==> src/rtl/chg_fault_pkg.sv <==
package chg_fault_pkg;

    typedef enum logic [1:0] {
        BST_OFF  = 2'd0,
        BST_RUN  = 2'd1,
        BST_TRIP = 2'd2
    } boost_st_t;

    typedef enum logic {
        SW_CLOSED  = 1'b0,
        SW_LATCHED = 1'b1
    } batsw_st_t;

    typedef enum logic {
        IRQ_IDLE  = 1'b0,
        IRQ_PULSE = 1'b1
    } irq_st_t;

    localparam int FAULT_W    = 8;
    localparam int BOOST_BIT  = 6;
    localparam int BATOVP_BIT = 5;

    // setpoint plus about 4 percent: 41/1024 of the setpoint, floored
    function automatic logic [31:0] ovp_limit(input logic [31:0] set_mv);
        logic [31:0] frac;
        frac = (set_mv * 32'd41) >> 10;
        return set_mv + frac;
    endfunction

endpackage

==> src/rtl/cfs_boost_ctl.sv <==
module cfs_boost_ctl
    import chg_fault_pkg::*;
(
    input  logic clk,
    input  logic rst_n,
    input  logic en_stb,
    input  logic bus_over,
    output logic run,
    output logic trip_cond
);

    boost_st_t st_q, st_d;

    always_ff @(posedge clk or negedge rst_n) begin
        if (!rst_n) st_q <= BST_OFF;
        else        st_q <= st_d;
    end

    always_comb begin
        st_d = st_q;
        unique case (st_q)
            BST_OFF:  if (en_stb)   st_d = BST_RUN;
            BST_RUN:  if (bus_over) st_d = BST_TRIP;
            BST_TRIP: if (en_stb)   st_d = BST_RUN;
            default:                st_d = BST_OFF;
        endcase
    end

    always_comb begin
        run       = (st_q == BST_RUN);
        trip_cond = (st_q == BST_RUN) && bus_over;
    end

endmodule

==> src/rtl/cfs_batsw_latch.sv <==
module cfs_batsw_latch
    import chg_fault_pkg::*;
#(
    parameter int SYNC_STAGES = 2
) (
    input  logic clk,
    input  logic rst_n,
    input  logic ocp,
    input  logic src_async,
    output logic sw_closed
);

    logic [SYNC_STAGES-1:0] sync_q;
    logic                   prev_q;
    logic                   insert_evt;
    batsw_st_t              st_q, st_d;

    generate
        if (SYNC_STAGES == 1) begin : g_one
            always_ff @(posedge clk or negedge rst_n) begin
                if (!rst_n) sync_q <= '0;
                else        sync_q <= src_async;
            end
        end else begin : g_many
            always_ff @(posedge clk or negedge rst_n) begin
                if (!rst_n) sync_q <= '0;
                else        sync_q <= {sync_q[SYNC_STAGES-2:0], src_async};
            end
        end
    endgenerate

    always_ff @(posedge clk or negedge rst_n) begin
        if (!rst_n) prev_q <= 1'b0;
        else        prev_q <= sync_q[SYNC_STAGES-1];
    end

    assign insert_evt = sync_q[SYNC_STAGES-1] & ~prev_q;

    always_ff @(posedge clk or negedge rst_n) begin
        if (!rst_n) st_q <= SW_CLOSED;
        else        st_q <= st_d;
    end

    always_comb begin
        st_d = st_q;
        unique case (st_q)
            SW_CLOSED:  if (ocp)                st_d = SW_LATCHED;
            SW_LATCHED: if (insert_evt && !ocp) st_d = SW_CLOSED;
            default:                            st_d = SW_LATCHED;
        endcase
    end

    always_comb begin
        sw_closed = (st_q == SW_CLOSED);
    end

endmodule

==> src/rtl/cfs_fault_reg.sv <==
module cfs_fault_reg
    import chg_fault_pkg::*;
#(
    parameter int WIDTH   = 8,
    parameter int IRQ_LEN = 256
) (
    input  logic             clk,
    input  logic             rst_n,
    input  logic [WIDTH-1:0] cond,
    input  logic             rd_stb,
    output logic [WIDTH-1:0] bits_q,
    output logic             irq_n
);

    localparam int CNT_W = $clog2(IRQ_LEN + 1);

    logic             rd_pend_q;
    logic [WIDTH-1:0] bits_d;
    logic             new_rise;
    logic [CNT_W-1:0] cnt_q, cnt_d;
    irq_st_t          st_q, st_d;

    always_ff @(posedge clk or negedge rst_n) begin
        if (!rst_n) rd_pend_q <= 1'b0;
        else        rd_pend_q <= rd_stb;
    end

    // a pending read drops every bit whose condition has gone
    assign bits_d   = cond | (bits_q & ~{WIDTH{rd_pend_q}});
    assign new_rise = |(bits_d & ~bits_q);

    always_ff @(posedge clk or negedge rst_n) begin
        if (!rst_n) begin
            bits_q <= '0;
            st_q   <= IRQ_IDLE;
            cnt_q  <= '0;
        end else begin
            bits_q <= bits_d;
            st_q   <= st_d;
            cnt_q  <= cnt_d;
        end
    end

    always_comb begin
        st_d  = st_q;
        cnt_d = cnt_q;
        unique case (st_q)
            IRQ_IDLE: begin
                if (new_rise) begin
                    st_d  = IRQ_PULSE;
                    cnt_d = CNT_W'(IRQ_LEN);
                end
            end
            IRQ_PULSE: begin
                if (new_rise) begin
                    cnt_d = CNT_W'(IRQ_LEN);
                end else begin
                    cnt_d = cnt_q - 1'b1;
                    if (cnt_q == CNT_W'(1)) st_d = IRQ_IDLE;
                end
            end
            default: st_d = IRQ_IDLE;
        endcase
    end

    always_comb begin
        irq_n = (st_q != IRQ_PULSE);
    end

endmodule

==> src/rtl/chg_fault_sup.sv <==
module chg_fault_sup
    import chg_fault_pkg::*;
#(
    parameter int MV_W         = 14,
    parameter int ILIM_W       = 12,
    parameter int BOOST_OVP_MV = 5300,
    parameter int SHORT_MV     = 2000,
    parameter int SAFE_MA      = 100,
    parameter int IRQ_LEN      = 256,
    parameter int SYNC_STAGES  = 2
) (
    input  logic               clk,
    input  logic               rst_n,
    input  logic [MV_W-1:0]    vbus_mv,
    input  logic [MV_W-1:0]    vbat_mv,
    input  logic [MV_W-1:0]    vreg_mv,
    input  logic [ILIM_W-1:0]  ilim_prog_ma,
    input  logic               ocp_flag,
    input  logic               src_present,
    input  logic               boost_en_stb,
    input  logic               fault_rd,
    output logic               boost_on,
    output logic               chg_en,
    output logic               batsw_on,
    output logic [ILIM_W-1:0]  ilim_ma,
    output logic [FAULT_W-1:0] fault_reg,
    output logic               irq_n
);

    logic               bus_over;
    logic               bat_over;
    logic               bat_short;
    logic [31:0]        bat_lim;
    logic               boost_trip;
    logic [FAULT_W-1:0] cond;

    // threshold comparators
    assign bus_over  = (32'(vbus_mv) > 32'(BOOST_OVP_MV));
    assign bat_lim   = ovp_limit(32'(vreg_mv));
    assign bat_over  = (32'(vbat_mv) > bat_lim);
    assign bat_short = (32'(vbat_mv) < 32'(SHORT_MV));

    // per-fault responses that act at once
    assign chg_en  = ~bat_over;
    assign ilim_ma = bat_short ? ILIM_W'(SAFE_MA) : ilim_prog_ma;

    cfs_boost_ctl u_boost (
        .clk       (clk),
        .rst_n     (rst_n),
        .en_stb    (boost_en_stb),
        .bus_over  (bus_over),
        .run       (boost_on),
        .trip_cond (boost_trip)
    );

    cfs_batsw_latch #(
        .SYNC_STAGES (SYNC_STAGES)
    ) u_batsw (
        .clk       (clk),
        .rst_n     (rst_n),
        .ocp       (ocp_flag),
        .src_async (src_present),
        .sw_closed (batsw_on)
    );

    always_comb begin
        cond             = '0;
        cond[BOOST_BIT]  = boost_trip;
        cond[BATOVP_BIT] = bat_over;
    end

    cfs_fault_reg #(
        .WIDTH   (FAULT_W),
        .IRQ_LEN (IRQ_LEN)
    ) u_faults (
        .clk    (clk),
        .rst_n  (rst_n),
        .cond   (cond),
        .rd_stb (fault_rd),
        .bits_q (fault_reg),
        .irq_n  (irq_n)
    );

endmodule

==> config.mk <==
export PLATFORM = sky130hd
export DESIGN_NAME = chg_fault_sup
export DESIGN_NICKNAME = d
export VERILOG_FILES = /design/src/rtl/chg_fault_pkg.sv /design/src/rtl/cfs_boost_ctl.sv /design/src/rtl/cfs_batsw_latch.sv /design/src/rtl/cfs_fault_reg.sv /design/src/rtl/chg_fault_sup.sv
export SDC_FILE = /design/constraint.sdc
export NUM_CORES = 1
export LEC_CHECK = 0
export ABC_AREA = 1
export BUFFER_PORTS_ARGS = -buffer_cell sky130_fd_sc_hd__buf_4
export CELL_PAD_IN_SITES_DETAIL_PLACEMENT = 1
export CELL_PAD_IN_SITES_GLOBAL_PLACEMENT = 1
export CORE_MARGIN = 2
export CORE_UTILIZATION = 39
export CTS_CLUSTER_SIZE = 24
export DETAILED_ROUTE_END_ITERATION = 12
export MAX_ROUTING_LAYER = met4
export PLACE_DENSITY_LB_ADDON = 0.1
export REMOVE_ABC_BUFFERS = 1
export SYNTH_ARGS = -nofsm -noshare
export SYNTH_HDL_FRONTEND = slang
export SYNTH_HIERARCHICAL = 1
export SYNTH_SLANG_ARGS = --single-unit
==> constraint.sdc <==
create_clock -name clk -period 5.9 [get_ports clk]
set_clock_uncertainty 0.05 [all_clocks]
set_input_delay 0.885 -clock clk [delete_from_list [all_inputs] [get_ports clk]]
set_output_delay 0.885 -clock clk [all_outputs]
set_load 0.005 [all_outputs]
# --- Word level (Yosys, flattened, before mapping) ---
# Cells that the tools add are included.
# Widths: inputs -> output; s select.
op_classes:
  addsub: 2
  mul: 1
  magnitude_cmp: 3
  eq_ne: 6
  n_mux: 14
  bitwise: 10
  n_reduce_logical: 7
ops:
  columns: ["operator", "n"]
  rows:
  - ["$mul 14x6->20 const B", 1]
  - ["$mux 9", 2]
  - ["$pmux 9 s2", 1]
  - ["$and 8x8->8", 2]
  - ["$not 8->8", 2]
  - ["$add 14x10->15", 1]
  - ["$gt 14x15->1", 1]
  - ["$gt 14x13->1 const B", 1]
  - ["$lt 14x11->1 const B", 1]
  - ["$mux 12", 1]
  - ["$eq 9x1->1 const B", 1]
  - ["$sub 9x1->9 const B", 1]
  - ["$or 7x8->8", 1]
  - ["$reduce_or 8->1", 1]
  - ["$ne 2x1->1 const B", 3]
  - ["$mux 1", 5]
  - ["$mux 2", 2]
  - ["$not 1->1", 4]
  - ["$pmux 1 s2", 2]
  - ["$pmux 2 s2", 1]
  - ["$eq 2x1->1 const B", 1]
  - ["$eq 2x2->1 const B", 1]
  - ["$logic_and 1x1->1", 2]
  - ["$logic_not 2->1", 1]
  - ["other kinds (4)", 4]
totals:
  regBits: 25
  inputBits: 60

# --- Depth between registers and ports, before layout ---
depth:
  depth_word: 8
  depth_mapped: 37
  mapped_depth_nobuf: 37

# --- Hierarchy ---
# The synthesis kept the hierarchy.
modules_own_cells:
  columns: ["mod", "instances", "cells_each", "area_each_um2", "seq_area_each_um2"]
  rows:
  - ["chg_fault_sup", 1, 438, 2672.6, 0.0]
  - ["cfs_fault_reg", 1, 113, 933.4, 475.5]
  - ["cfs_batsw_latch", 1, 10, 122.6, 100.1]
  - ["cfs_boost_ctl", 1, 15, 106.4, 50.0]

# --- Worst setup path before layout ---
# OpenSTA, ideal clock, no wires.
synth_timing:
  kind: "input -> output"
  startpoint: "input vreg_mv[3]"
  endpoint: "output chg_en"
  t_arrival_ns: 4.597
  required_ns: 4.965
  setup_slack_ns: 0.368
  stages: 28
  path_buffers: 0
  path_cell_list: "ha_1 > fa_1 > ha_1 > ha_1 > nand2_2 > nor2_1 > nand2_1 > nand2_1 > xor2_1 > ha_1 > inv_1 > fa_1 > inv_1 > nand4_1 > nand2_1 > nand2_1 > nand3b_1 > nand2_1 > ha_1 > nand2_1 > inv_1 > nand2_1 > nand2_1 > nand2_1 > nand2_1 > nand2_1 > nand3_1 > nand2_1"
synth_between:
  elab_chain_len: 4
synth_lines:
  columns: ["item", "line", "source"]
  rows:
  - ["start: declaration", "chg_fault_sup.sv:16", "input logic [MV_W-1:0] vreg_mv,"]
  - ["$mul 14x6->20", "chg_fault_pkg.sv:26", "frac = (set_mv * 32'd41) >> 10;"]
  - ["$add 14x10->15 (*)", "chg_fault_pkg.sv:27", "return set_mv + frac;"]
  - ["$gt 14x15->1 (*)", "chg_fault_sup.sv:40", "assign bat_over = (32'(vbat_mv) > bat_lim);"]
  - ["$not 1->1 (*)", "chg_fault_sup.sv:44", "assign chg_en = ~bat_over;"]
  - ["end: declaration", "chg_fault_sup.sv:23", "output logic chg_en,"]
# Mark *: on every way between the ends. The rest lies on a longest branch, timed or not.

# --- Worst setup path after layout ---
layout_timing:
  startpoint: "input vreg_mv[7]"
  endpoint: "output chg_en"
# The elaborated chain is that of the path after synthesis.

==> summary.txt <==
Outcome: finished, violations left
Violated checks: setup timing
Vias: 5162
Initial antenna violation count: 0
Layout cells sized above 1: 49.20%
Slew margin rel.: 60.54%
Fin crit share: 112.0%
I/O Buffers: 83
WP data arrival: 5.67 ns
Initial DRC count: 332
Row Count: 36
Post-synth top area share: 23.49%
Die span in x: 103.2 um
Nature of the critical path endpoint: primary output
Post-cts hold buffer count: 0
Setup violators final: 12
Clock power share: 4.6%
Initial Util: 39.78%
RSZ-0062 raised after global routing: true
R2R depth: 10
Setup CP Type: in -> out
Sequential element share of the synthesized area: 16.31%
Root buffer cell: clkbuf_8
Syn Std Cell Area: 3835 sq um
CTS tree: built
CTS Buffer Depth: 2
Vias in the first global route: 5114
Vias per cell: 5.859
CP Max Fanout: 4
Gr busiest metal: met2
Synth Instances: 576
# clock sinks: 25
Synth top area cells: ha_1 (23%), nand2_1 (18%), dfrtp_1 (16%), inv_1 (8.6%), fa_1 (4.7%)
Int Pwr: 1.175 mW
Worst setup SP type: input port
Setup ws final: -0.7100 ns
Fillers: 1154
Hold Crit Class: reg -> reg
Hold WS: 0.3332 ns
Final #Nets: 890
Post-DRT Antenna Nets: 0
Hold depth: 0
Worst-margin pin slew: 0.5887 ns
Routability Congestion: 0.9807
Seq pwr share: 9.4%
GRT met3 Usage: 5.695%
Sw Ratio: 52.94%
Inserted Diodes: 0
Wirelength per Cell: 26.59 um
Mapped Avg Cell Area: 6.658 sq um
TritonCTS buffer count: 3
Final Util: 67.06%
Detailed Route WL: 23430 um
Pin count of the biggest net entering global routing: 26
Lkg Pwr: 3.346 nW
Final count of pins violating max slew: 0
NetSw: 1.321 mW
Tmin final: 6.610 ns
DR pass1 iterations: 5
Total track usage: 31.56%
Placement Setup Slack: -0.6236 ns
Met1 GRT Util: 30.91%
GR Overflow Total: 0
Worst IR Drop VDD: 0.0001976 V
Logic gate share of total power: 86.0%
Total chip power: 2.496 mW
Residual DRC: 0
Synthesized flop and latch total: 25
Die height: 103.2 um
Critical-path top delay cell: fa_2
Core ar.: 9639 sq um
FMAX: 0.1513 GHz
Pwr Density: 386.2 nW/um^2
Hold Fails Final Rpt: 0
Global-route wire length before repair: 24870 um
Die ar.: 10640 sq um
Post-synth top area cell: ha_1
Max cap viols: 0
Hpwl dp: 10740 um
Routing usage on met2: 59.29%
Clock insertion delay at the later pin of the skew report: 0.29 ns
Io pins: 84
Most common cell on crit path: nand2_2
Clk slew on worst S/H paths: 0.12 ns
Total negative setup slack: -5.525 ns
Synth Warn #: 6
Layout area overhead: 68.55%
H-tree levels: 1
CP Data Required Time: 4.97 ns
Count of cell types in the netlist: 34
Largest stage delay, worst path: 0.60 ns
## Yosys cell counts
master,number
nand3_2,4
nand2_1,188
or2_0,2
a21oi_2,1
ha_1,72
o21a_1,1
nand3b_1,4
a21o_1,1
nor4_1,1
xnor2_1,5
nor3_1,6
inv_1,88
nand2_2,5
xor2_1,6
nor2_4,2
and3_1,2
inv_2,9
nand3_1,34
nor2_2,3
a21boi_0,9
and2_1,1
a21oi_1,24
fa_1,9
o2111ai_2,1
dfrtp_1,25
nand4_1,5
clkbuf_1,1
nor3_2,3
nor2_1,47
o21bai_1,11
a22oi_1,1
o21ai_0,3
conb_1,1
o21ai_1,1
## worst max-delay path, delay by kind of cell
family	cells	cell delay, ns
AND/OR/NAND/NOR	20	2.18
adder cells (fa/ha/maj)	6	1.87
AO/OA/AOI/OAI	2	0.41
buffers and inverters	3	0.34
## worst paths after layout
check	from	to	slack, ns
max in group asynchronous	rst_n	u_faults/cnt_q[8]$_DFFE_PN0P_	5.09
min in group asynchronous	rst_n	u_faults/bits_q[5]$_DFF_PN0_	0.43
max reg2reg	u_boost/st_q[1]$_DFFE_PN0P_	u_faults/cnt_q[7]$_DFFE_PN0P_	4.22
min reg2reg	u_batsw/sync_q[0]$_DFF_PN0_	u_batsw/sync_q[1]$_DFF_PN0_	0.33
min	u_batsw/sync_q[0]$_DFF_PN0_	u_batsw/sync_q[1]$_DFF_PN0_	0.33
max	vreg_mv[7]	chg_en	-0.71
## power by group through the flow
stage	registers, mW	clock network, mW	logic [mW]
detailed placement	0.229	0	1.23
global route	0.235	0.120	2.25
global placement	0.226	0	1.16
finish	0.234	0.116	2.15
CTS	0.226	0.108	1.52
floorplan	0.222	0	0.738
## state kept, by name, indices dropped and copies added (netlist names)
register            flops
u_boost/st_q            2
u_batsw/st_q            1
u_faults/rd_pend_q      1
u_faults/cnt_q          9
u_batsw/prev_q          1
u_faults/st_q           1
u_batsw/sync_q          2
u_faults/bits_q         8
## cells by family (layout without fill, tap and decap cells)
| logic type | after synthesis | after routing | share of synthesized area (%) |
|---|---|---|---|
| other | 1 | 12 | 0.09779 |
| AOI/OAI and AO/OA | 53 | 53 | 8.776 |
| adders and majority gates | 81 | 81 | 28.19 |
| DFF | 25 | 25 | 16.31 |
| buffers and inverters | 98 | 259 | 9.592 |
| xor gates and xnor gates | 11 | 11 | 2.512 |
| and+or+nand+nor | 307 | 307 | 34.52 |
## layout by cell type, fill, tap and decap left out, types with 10 or more instances in the layout
cell	n
conb_1	12
a21oi_1	11
buf_6	10
ha_1	26
nand2_4	15
nand3_1	21
nor2_2	11
nor2_1	33
dfrtp_1	25
nand2_1	118
ha_4	43
inv_1	80
nand3_2	15
inv_2	16
buf_4	146
o21bai_1	11
nand2_2	60
## final cells by class
| type | count | area [sq um] | share of cell area, % |
|---|---|---|---|
| multi-input combinational | 464 | 4015 | 62.12 |
| sequential | 25 | 625.6 | 9.679 |
| timing repair buffer | 158 | 1244 | 19.24 |
| clock inverter | 1 | 5.005 | 0.07743 |
| inverter | 97 | 366.6 | 5.672 |
| tap | 133 | 166.4 | 2.575 |
| clock buffer | 3 | 41.29 | 0.6388 |
## routing by layer
| layer | wire [um] | share of wire, % | up-vias |
|---|---|---|---|
| li1 | - | - | 2164 |
| met1 | 8253 | 35 | 2488 |
| met2 | 11510 | 49 | 358 |
| met3 | 1689 | 7.2 | 152 |
| met4 | 1977 | 8.4 | 0 |
| met5 | 0 | 0 | - |
## through the flow
stage	cells	instance area, sq um
2_1_floorplan	586	3872
3_3_place_gp	854	5052
3_5_place_dp	854	5052
4_1_cts	872	5786
5_1_grt	881	6464
6_report	881	6464
## repair_timing
action                     4_1_cts  5_1_grt
hold endpoints to repair         0        0
resized for setup               93      135
pin swaps                       50       87
setup buffers                   14       10
setup endpoints to repair        9       12
Power figures use the tool's default switching activity.
